<file path="src/rtl/pwm_channel.sv">
module pwm_channel #(
  parameter int W = 8
) (
  input  logic         clk,
  input  logic         rst,
  input  logic         tick,
  input  logic         en,
  input  logic         pol,
  input  logic         center,
  input  logic         per_wr,
  input  logic [W-1:0] per_data,
  input  logic         duty_wr,
  input  logic [W-1:0] duty_data,
  output logic         pwm_out
);

  logic [W-1:0] per_buf, duty_buf, per_act, duty_act, cnt;
  logic         dn;
  logic [W-1:0] cnt_nx, per_m1;
  logic         dn_nx, wrap, zero_per, phase;

  assign zero_per = (per_act == '0);
  assign per_m1   = per_act - 1'b1;

  always_comb begin
    cnt_nx = cnt;
    dn_nx  = dn;
    wrap   = 1'b0;
    if (zero_per) begin
      cnt_nx = '0;
      dn_nx  = 1'b0;
      wrap   = 1'b1;
    end else if (!center) begin
      dn_nx = 1'b0;
      if (cnt >= per_m1) begin
        cnt_nx = '0;
        wrap   = 1'b1;
      end else begin
        cnt_nx = cnt + 1'b1;
      end
    end else if (!dn) begin
      if (cnt >= per_m1) begin
        cnt_nx = per_act;
        dn_nx  = 1'b1;
      end else begin
        cnt_nx = cnt + 1'b1;
      end
    end else if (cnt <= W'(1)) begin
      cnt_nx = '0;
      dn_nx  = 1'b0;
      wrap   = 1'b1;
    end else begin
      cnt_nx = cnt - 1'b1;
    end
  end

  always_ff @(posedge clk) begin
    if (rst) begin
      per_buf  <= '0;
      duty_buf <= '0;
      per_act  <= '0;
      duty_act <= '0;
      cnt      <= '0;
      dn       <= 1'b0;
    end else begin
      if (per_wr)  per_buf  <= per_data;
      if (duty_wr) duty_buf <= duty_data;
      if (!en) begin
        cnt <= '0;
        dn  <= 1'b0;
        if (per_wr)  per_act  <= per_data;
        if (duty_wr) duty_act <= duty_data;
      end else if (tick) begin
        cnt <= cnt_nx;
        dn  <= dn_nx;
        if (wrap) begin
          per_act  <= per_buf;
          duty_act <= duty_buf;
        end
      end
    end
  end

  assign phase   = en && !zero_per && (dn ? (cnt > duty_act) : (cnt >= duty_act));
  assign pwm_out = pol ^ phase;

  // a disabled channel parks its counter
  assert_idle_count_R2: assert property (@(posedge clk) disable iff (rst)
    !en |=> (cnt == '0) && !dn);

  // without a tick nothing moves
  assert_hold_no_tick_R3: assert property (@(posedge clk) disable iff (rst)
    (en && !tick) |=> $stable(cnt) && $stable(per_act) && $stable(duty_act));

  // rising count stays below the period
  assert_count_range_R3: assert property (@(posedge clk) disable iff (rst)
    (en && !zero_per && !dn) |-> (cnt < per_act));

  // active values change only at a return to zero
  assert_load_at_zero_R6: assert property (@(posedge clk) disable iff (rst)
    ($past(en) && (!$stable(duty_act) || !$stable(per_act))) |-> (cnt == '0) && !dn);

  // centre count never passes the period
  assert_center_peak_R9: assert property (@(posedge clk) disable iff (rst)
    (en && center) |-> (cnt <= per_act));

endmodule

</file>
<file path="config.mk">
export PLATFORM = sky130hd
export DESIGN_NAME = pwm_channel
export DESIGN_NICKNAME = d
export VERILOG_FILES = /design/src/rtl/pwm_channel.sv
export SDC_FILE = /design/constraint.sdc
export NUM_CORES = 1
export LEC_CHECK = 0
export BUFFER_PORTS_ARGS = -buffer_cell sky130_fd_sc_hd__buf_4
export CAP_MARGIN = 20
export CORE_UTILIZATION = 36
export CTS_BUF_LIST = sky130_fd_sc_hd__clkbuf_2
export CTS_CLUSTER_DIAMETER = 150
export DETAILED_ROUTE_END_ITERATION = 12
export PLACE_DENSITY = 0.63
export REMOVE_ABC_BUFFERS = 1
export SETUP_SLACK_MARGIN = 0.2
export SYNTH_ARGS = -nofsm -noshare
export SYNTH_HDL_FRONTEND = slang
export SYNTH_SLANG_ARGS = --single-unit
</file>
<file path="constraint.sdc">
create_clock -name clk -period 2.44 [get_ports clk]
set_input_delay 0.488 -clock clk [delete_from_list [all_inputs] [get_ports clk]]
set_output_delay 0.488 -clock clk [all_outputs]
set_load 0.02 [all_outputs]
</file>
==> results_dict.tcl, run 1 <==
set metrics [dict create \
    status "finished with violations" \
    failing_checks "negative setup slack" \
    library_cell_with_the_highest_instance_count_after_synthesis "sky130_fd_sc_hd__dfxtp_1" \
    nNetsFinal 431 \
    r2r-start "per_act[0]" \
    critical_path.reg2reg.endpoint "per_act[1]" \
    postLayoutSetupSlackWorst_ns -0.239 \
    placement_stage_worst_setup_slack_ns -0.311 \
    internal_power_mw 1.25 \
    cell_types_with_the_highest_counts_after_synthesis "sky130_fd_sc_hd__dfxtp_1 (41), sky130_fd_sc_hd__nor2_1 (33), sky130_fd_sc_hd__ha_1 (21)" \
    ys_types 53 \
    p_leak_nw 1.52 \
    cts_tree "yes" \
    p_clk_frac 0.218 \
    use_met2 0.345 \
    groute.layer.met3.usage 0.0260 \
    route.vias.total 2642 \
    post_layout_nonfiller_instances 489 \
    overflow_left_after_global_routing 0 \
    max-slew-margin-rel 0.580 \
    avgRoutedWirePerCell_um 15.6 \
    synth_async_sr_flop_share 0 \
    fin_crit_sh 1.10 \
    place.detailed.instances 465 \
    number_of_global_route_vias_before_repair 2634 \
    worst_setup_path_end_kind "register" \
    yosysTopAreaCell "sky130_fd_sc_hd__dfxtp_1" \
    longest_clk_path_bufs 2 \
    groute.layer.met1.usage 0.249 \
    netlist_area_um2 2880 \
    drt_drc_violations_left 0 \
    report.final.slew_viol_count 0 \
    post_synth_main_area_contributors "sky130_fd_sc_hd__dfxtp_1 (29%), sky130_fd_sc_hd__ha_1 (9.1%), sky130_fd_sc_hd__mux2i_1 (6.6%), sky130_fd_sc_hd__nor2_1 (4.3%), sky130_fd_sc_hd__nand3b_1 (4.2%)" \
    routed_wl_um 7630 \
    number_of_violations_of_the_max_capacitance_limit 0 \
    row_count 32 \
    post-layout-total-power_mw 1.86 \
    hold-worst-slack_ns 0.304 \
    route.detailed.vias_per_inst 5.40 \
    synth_seq_area_share 0.285 \
    antennaDiodeCount 0 \
    ir_drop_mv 0.377 \
    largest_clock_skew_in_the_final_design_ns 0.0110 \
    area_delta_synth_final_pct 30.0 \
    grt_first_pass_wirelength_um 13000 \
    ys_warn_count 0 \
    synth_enable_flop_cells 0 \
    timing.hold.worst.start "duty_data[0]" \
    powerDensity_nw_per_um2 498 \
    cts_buffers 5 \
    port-buffer-count 24 \
    drt_iter0_markers 133 \
    routabilityCongestion 0.889 \
    ff2ff_path_depth 13 \
    critical_path_depth 13 \
    critical-path-top-delay-family "compound AO/OA/AOI/OAI gates" \
    switching_share 0.330 \
    synth_top_cell_area_share 0.285 \
    core_area_um2 7730 \
    crit_buf_inv 3 \
    synthesis.area_per_instance_um2 8.66 \
    dp.final_hpwl_um 5350 \
    setup.worst_path.class "reg2reg" \
    max_stage_delay_ns 0.39 \
    drt-pass1-iter-count 4 \
    post_synthesis_sequential_element_count 41 \
    seq_pwr_share 0.404 \
    tightest_slew_ns 0.629 \
    tritoncts_num_sinks 41 \
    worstPathCellList "buf_4, nor3_1, nand2_1, xor2_1, ha_1, nand4_1, a21oi_2, a211oi_2, buf_4, o2111ai_4, buf_12, nand2_1, a221oi_2" \
    finish.utilization 0.484 \
    track_usage 0.195 \
    worst_ep_arrival_time_ns 3.00 \
    ys_dominant_reg_cell "sky130_fd_sc_hd__dfxtp_1" \
    clock_insertion_delay_worst_skew_ns 0.40 \
    worstHoldPathCells 3 \
    share_of_layout_cells_above_drive_strength_1 0.377 \
    die-width_um 91.4 \
    clockRootBuffer "sky130_fd_sc_hd__clkbuf_2" \
    initial_core_util 0.372 \
    power_switching_mw 0.614 \
    unrepaired_setup_endpoints_after_global_routing "yes" \
    die_area_um2 8350 \
    critical_path.startpoint_type "register" \
    maxClockFrequency_mhz 373 \
    clkTransAtPathRegs_ns 0.22 \
    hold_path_end "duty_buf[0]" \
    instance_count_of_the_mapped_netlist 332 \
    ant_nets 0 \
    setup_viol_count_final 25 \
    cp_data_required_time_ns 2.76 \
    h-tree-depth 2 \
    critical_path.max_fanout 9 \
    die-height_um 91.4 \
    period_needed_ns 2.68 \
    top_usage_layer "met2" \
    hp-class "in2reg" \
    grt_start_max_net_pins 33 \
    power.share.combinational 0.378 \
    critical_path.slowest_cell "sky130_fd_sc_hd__dfxtp_2" \
    timing.final.hold_violations 0 \
    r2r_setup_slack_ns -0.24 \
    grt_antenna_before_repair 0 \
    design.portCount 25 \
]
-- area by class of cell --
cell class              instances  area [um^2]
fillers                       738         3990
clock buffers                   6         30.0
flip-flops and latches         41          850
inverters                      18         67.6
clock inverters                 2         33.8
well taps                     102          128
multi-input cells             249         2050
repair buffers                 71          581
-- worst min-delay path: stages --
cell	delay [ns]
sky130_fd_sc_hd__buf_4	0.08
sky130_fd_sc_hd__mux2i_1	0.06
sky130_fd_sc_hd__nor2_1	0.07
-- sequential cells by signal (all words and copies together), names as in the netlist --
register and cells:
cnt 8, duty_act 8, duty_buf 8, per_act 8, per_buf 8, dn 1
-- per-stage QoR --
stage               setup TNS [ns]  instance area [um^2]
global placement             -4.59                  3300
floorplan                   -10.52                  2750
detailed placement           -5.66                  3300
CTS                          -2.94                  3670
global route                 -7.76                  3740
finish                       -4.20                  3740
-- power groups by stage --
stage	Combinational [mW]	Clock (mW)	Sequential, mW
2_1_floorplan	0.338	0	0.759
3_3_place_gp	0.553	0	0.755
3_5_place_dp	0.565	0	0.756
4_1_cts	0.672	0.412	0.747
5_1_grt	0.768	0.448	0.757
6_report	0.703	0.405	0.751
-- logic make-up (layout without fill, tap and decap cells) --
group                    Yosys count  in the layout  synth area share
multiplexers                      20             20            0.0701
XOR/XNOR                          12             12            0.0366
AO/OA/AOI/OAI                     84             84             0.236
AND/OR/NAND/NOR                  112            112             0.213
flip-flops                        41             41             0.285
adder cells (fa/ha/maj)           21             21            0.0914
buffers and inverters             42             97            0.0670
-- metal layers --
layer / vias to the layer above / wire (um)
met3: 6 / 201
met5: - / 0
met4: 0 / 61
li1: 1325 / -
met2: 40 / 3810
met1: 1271 / 3560
-- timing repair --
action	4_1_cts	5_1_grt
gates resized for setup	51	10
pin swaps	11	7
setup buffers	12	3
setup endpoints to repair	26	26
gates cloned	1	0
hold buffers	0	0
-- layout by cell type (no fill, tap or decap), types with 4 or more instances in the layout --
| cell type | instances |
|---|---|
| sky130_fd_sc_hd__nor2_1 | 32 |
| sky130_fd_sc_hd__o21ai_1 | 11 |
| sky130_fd_sc_hd__dfxtp_2 | 11 |
| sky130_fd_sc_hd__nand2_1 | 18 |
| sky130_fd_sc_hd__buf_4 | 65 |
| sky130_fd_sc_hd__nand3_1 | 6 |
| sky130_fd_sc_hd__buf_6 | 4 |
| sky130_fd_sc_hd__nor3_1 | 7 |
| sky130_fd_sc_hd__a21oi_1 | 12 |
| sky130_fd_sc_hd__xnor2_1 | 6 |
| sky130_fd_sc_hd__o31ai_1 | 16 |
| sky130_fd_sc_hd__ha_4 | 5 |
| sky130_fd_sc_hd__a221oi_2 | 9 |
| sky130_fd_sc_hd__inv_2 | 5 |
| sky130_fd_sc_hd__clkbuf_2 | 6 |
| sky130_fd_sc_hd__ha_1 | 16 |
| sky130_fd_sc_hd__a211oi_2 | 8 |
| sky130_fd_sc_hd__nand4_1 | 4 |
| sky130_fd_sc_hd__mux2i_1 | 19 |
| sky130_fd_sc_hd__inv_1 | 11 |
| sky130_fd_sc_hd__dfxtp_1 | 26 |
| sky130_fd_sc_hd__nand3b_1 | 16 |
| sky130_fd_sc_hd__a21oi_2 | 6 |
| sky130_fd_sc_hd__and3_1 | 4 |
| sky130_fd_sc_hd__dfxtp_4 | 4 |
| sky130_fd_sc_hd__xor2_1 | 5 |
-- worst max path at each step --
| stage | from | endpoint | slack, ns |
|---|---|---|---|
| after global routing | per_act[0] | per_act[1] | -0.40 |
| after detailed placement | per_act[0] | cnt[3] | -0.31 |
| after floorplan | per_act[0] | duty_act[1] | -0.58 |
| after CTS | per_act[5] | per_act[0] | -0.19 |
| after global placement | per_act[2] | per_act[1] | -0.26 |
| final | per_act[0] | per_act[1] | -0.24 |
Power figures use the tool's default switching activity.
==> run 2, diff against run 1 <==
--- a/config.mk
+++ b/config.mk
@@ -9,9 +9,10 @@
 export CAP_MARGIN = 20
 export CORE_UTILIZATION = 36
 export CTS_BUF_LIST = sky130_fd_sc_hd__clkbuf_2
-export CTS_CLUSTER_DIAMETER = 150
+export CTS_CLUSTER_DIAMETER = 120
 export DETAILED_ROUTE_END_ITERATION = 12
 export PLACE_DENSITY = 0.63
+export RECOVER_POWER = 50
 export REMOVE_ABC_BUFFERS = 1
 export SETUP_SLACK_MARGIN = 0.2
 export SYNTH_ARGS = -nofsm -noshare
==> run 2 against run 1 <==
Net effect:
- sequential share of layout area is essentially flat
- register-to-register slack is essentially flat
- highest routed layer unchanged
- the flow still finishes with violations (negative setup slack)
- core utilization is essentially flat
- maximum frequency is the same
- clock skew is essentially flat
- largest power group unchanged
- hold slack is essentially flat
- sequential cell count is the same
- routed wire length is essentially flat
- critical path depth is the same
==> results_dict.tcl, run 2 (synthesis gave the netlist of run 1 again) <==
set metrics [dict create \
    status "finished with violations" \
    fin_setup_tns_ns -4.20 \
    share_of_layout_cells_above_drive_strength_1 0.375 \
    critical_path.max_fanout 9 \
    ant_nets 0 \
    report.final.slew_viol_count 0 \
    failing_checks "negative setup slack" \
    grt_start_max_net_pins 33 \
    tightest_slew_ns 0.629 \
    h-tree-depth 2 \
    longest_clk_path_bufs 2 \
    cts_buffers 5 \
    number_of_global_route_vias_before_repair 2634 \
    drt-pass1-iter-count 4 \
    worst_setup_path_end_kind "register" \
    clkTransAtPathRegs_ns 0.22 \
    dp.final_hpwl_um 5350 \
    ir_drop_mv 0.377 \
    critical_path.startpoint_type "register" \
    drt_drc_violations_left 0 \
    overflow_left_after_global_routing 0 \
    layout.cells.most_common "sky130_fd_sc_hd__buf_4" \
    antennaDiodeCount 0 \
    clock_insertion_delay_worst_skew_ns 0.40 \
    fin_crit_sh 1.10 \
    largest_clock_skew_in_the_final_design_ns 0.0110 \
    max-slew-margin-rel 0.580 \
    cp_data_required_time_ns 2.76 \
    die_area_um2 8350 \
    postLayoutSetupSlackWorst_ns -0.239 \
    grt_first_pass_wirelength_um 13000 \
    p_leak_nw 1.51 \
    die-height_um 91.4 \
    setup_viol_count_final 25 \
    number_of_violations_of_the_max_capacitance_limit 0 \
    maxClockFrequency_mhz 373 \
    grt_antenna_before_repair 0 \
    post_layout_nonfiller_instances 489 \
    core_area_um2 7730 \
    powerDensity_nw_per_um2 498 \
    die-width_um 91.4 \
    hp-class "in2reg" \
    place.detailed.instances 465 \
    initial_core_util 0.372 \
    tritoncts_num_sinks 41 \
    cts_tree "yes" \
    avgRoutedWirePerCell_um 15.6 \
    unrepaired_setup_endpoints_after_global_routing "yes" \
    row_count 32 \
    route.detailed.vias_per_inst 5.40 \
    routed_wl_um 7630 \
    drt_iter0_markers 133 \
    clockRootBuffer "sky130_fd_sc_hd__clkbuf_2" \
    period_needed_ns 2.68 \
    timing.final.hold_violations 0 \
    worst_ep_arrival_time_ns 3.00 \
    design.portCount 25 \
    fillCellCount 740 \
    setup.worst_path.class "reg2reg" \
    routabilityCongestion 0.889 \
    port-buffer-count 24 \
    nNetsFinal 431 \
    track_usage 0.195 \
    area_delta_synth_final_pct 29.9 \
    layout_common_cells "sky130_fd_sc_hd__buf_4 (64), sky130_fd_sc_hd__nor2_1 (32), sky130_fd_sc_hd__dfxtp_1 (26), sky130_fd_sc_hd__mux2i_1 (19), sky130_fd_sc_hd__nand2_1 (18)" \
    route.vias.total 2642 \
]
-- run 2: cell count changes in the layout (fill, tap and decap cells not counted), sizes merged --
cell / change
clkbuf: +1
buf: -1
-- run 2: area by class of cell --
cell class | instances | area, um^2 | share of cell area
multi-input cells | 249 | 2050 | 0.549
clock buffers | 6 | 30.0 | 0.00804
clock inverters | 2 | 33.8 | 0.00905
repair buffers | 71 | 577 | 0.154
well taps | 102 | 128 | 0.0342
flip-flops and latches | 41 | 850 | 0.228
inverters | 18 | 67.6 | 0.0181
-- run 2: metal layers --
layer  track usage  up-vias  share of wire
met2         0.345       40           0.50
met1         0.249     1271           0.47
met3        0.0260        6          0.026
met5             0        -              0
li1              -     1325              -
met4        0.0476        0         0.0080
-- run 2: final timing paths --
path | to | slack (ns) | from | depth (start not counted)
worst max-delay path | per_act[1] | -0.24 | per_act[0] | 13
worst max register to register | per_act[1] | -0.24 | per_act[0] | 13
worst min register to register | duty_act[7] | 0.50 | duty_act[7] | 2
worst min-delay path | duty_buf[0] | 0.30 | duty_data[0] | 3
-- run 2: what timing repair did --
item                                    CTS  global route
hold buffers                              0             0
buffers inserted                         12             3
cloned                                    1             0
endpoints found under the setup margin   26            26
gates resized for setup                  51            10
pin swaps                                11             7
-- run 2: metrics by stage --
step / setup slack, ns / power (mW) / cell area, um^2 / hold WS (ns) / util
after detailed placement: -0.311 / 1.32 / 3300 / 0.471 / 0.427
final: -0.239 / 1.86 / 3730 / 0.304 / 0.483
after floorplan: -0.584 / 1.10 / 2750 / 0.446 / -
after global placement: -0.263 / 1.31 / 3300 / 0.464 / 0.427
after global routing: -0.399 / 1.97 / 3730 / 0.279 / 0.483
after CTS: -0.194 / 1.83 / 3670 / 0.292 / 0.475
-- run 2: where the power goes --
group | switching (mW) | internal, mW | leakage, nW
logic | 0.351 | 0.352 | 1.13
clock network | 0.231 | 0.175 | 0.0406
registers | 0.0325 | 0.718 | 0.345
total | 0.614 | 1.25 | 1.51
-- run 2: worst max-delay path, cell delays in order (launching register included) --
cell and delay (ns):
sky130_fd_sc_hd__dfxtp_2 0.39, sky130_fd_sc_hd__buf_4 0.14, sky130_fd_sc_hd__nor3_1 0.19, sky130_fd_sc_hd__nand2_1 0.09
sky130_fd_sc_hd__xor2_1 0.16, sky130_fd_sc_hd__ha_1 0.31, sky130_fd_sc_hd__nand4_1 0.13, sky130_fd_sc_hd__a21oi_2 0.17
sky130_fd_sc_hd__a211oi_2 0.09, sky130_fd_sc_hd__buf_4 0.15, sky130_fd_sc_hd__o2111ai_4 0.23, sky130_fd_sc_hd__buf_12 0.16
sky130_fd_sc_hd__nand2_1 0.09, sky130_fd_sc_hd__a221oi_2 0.31
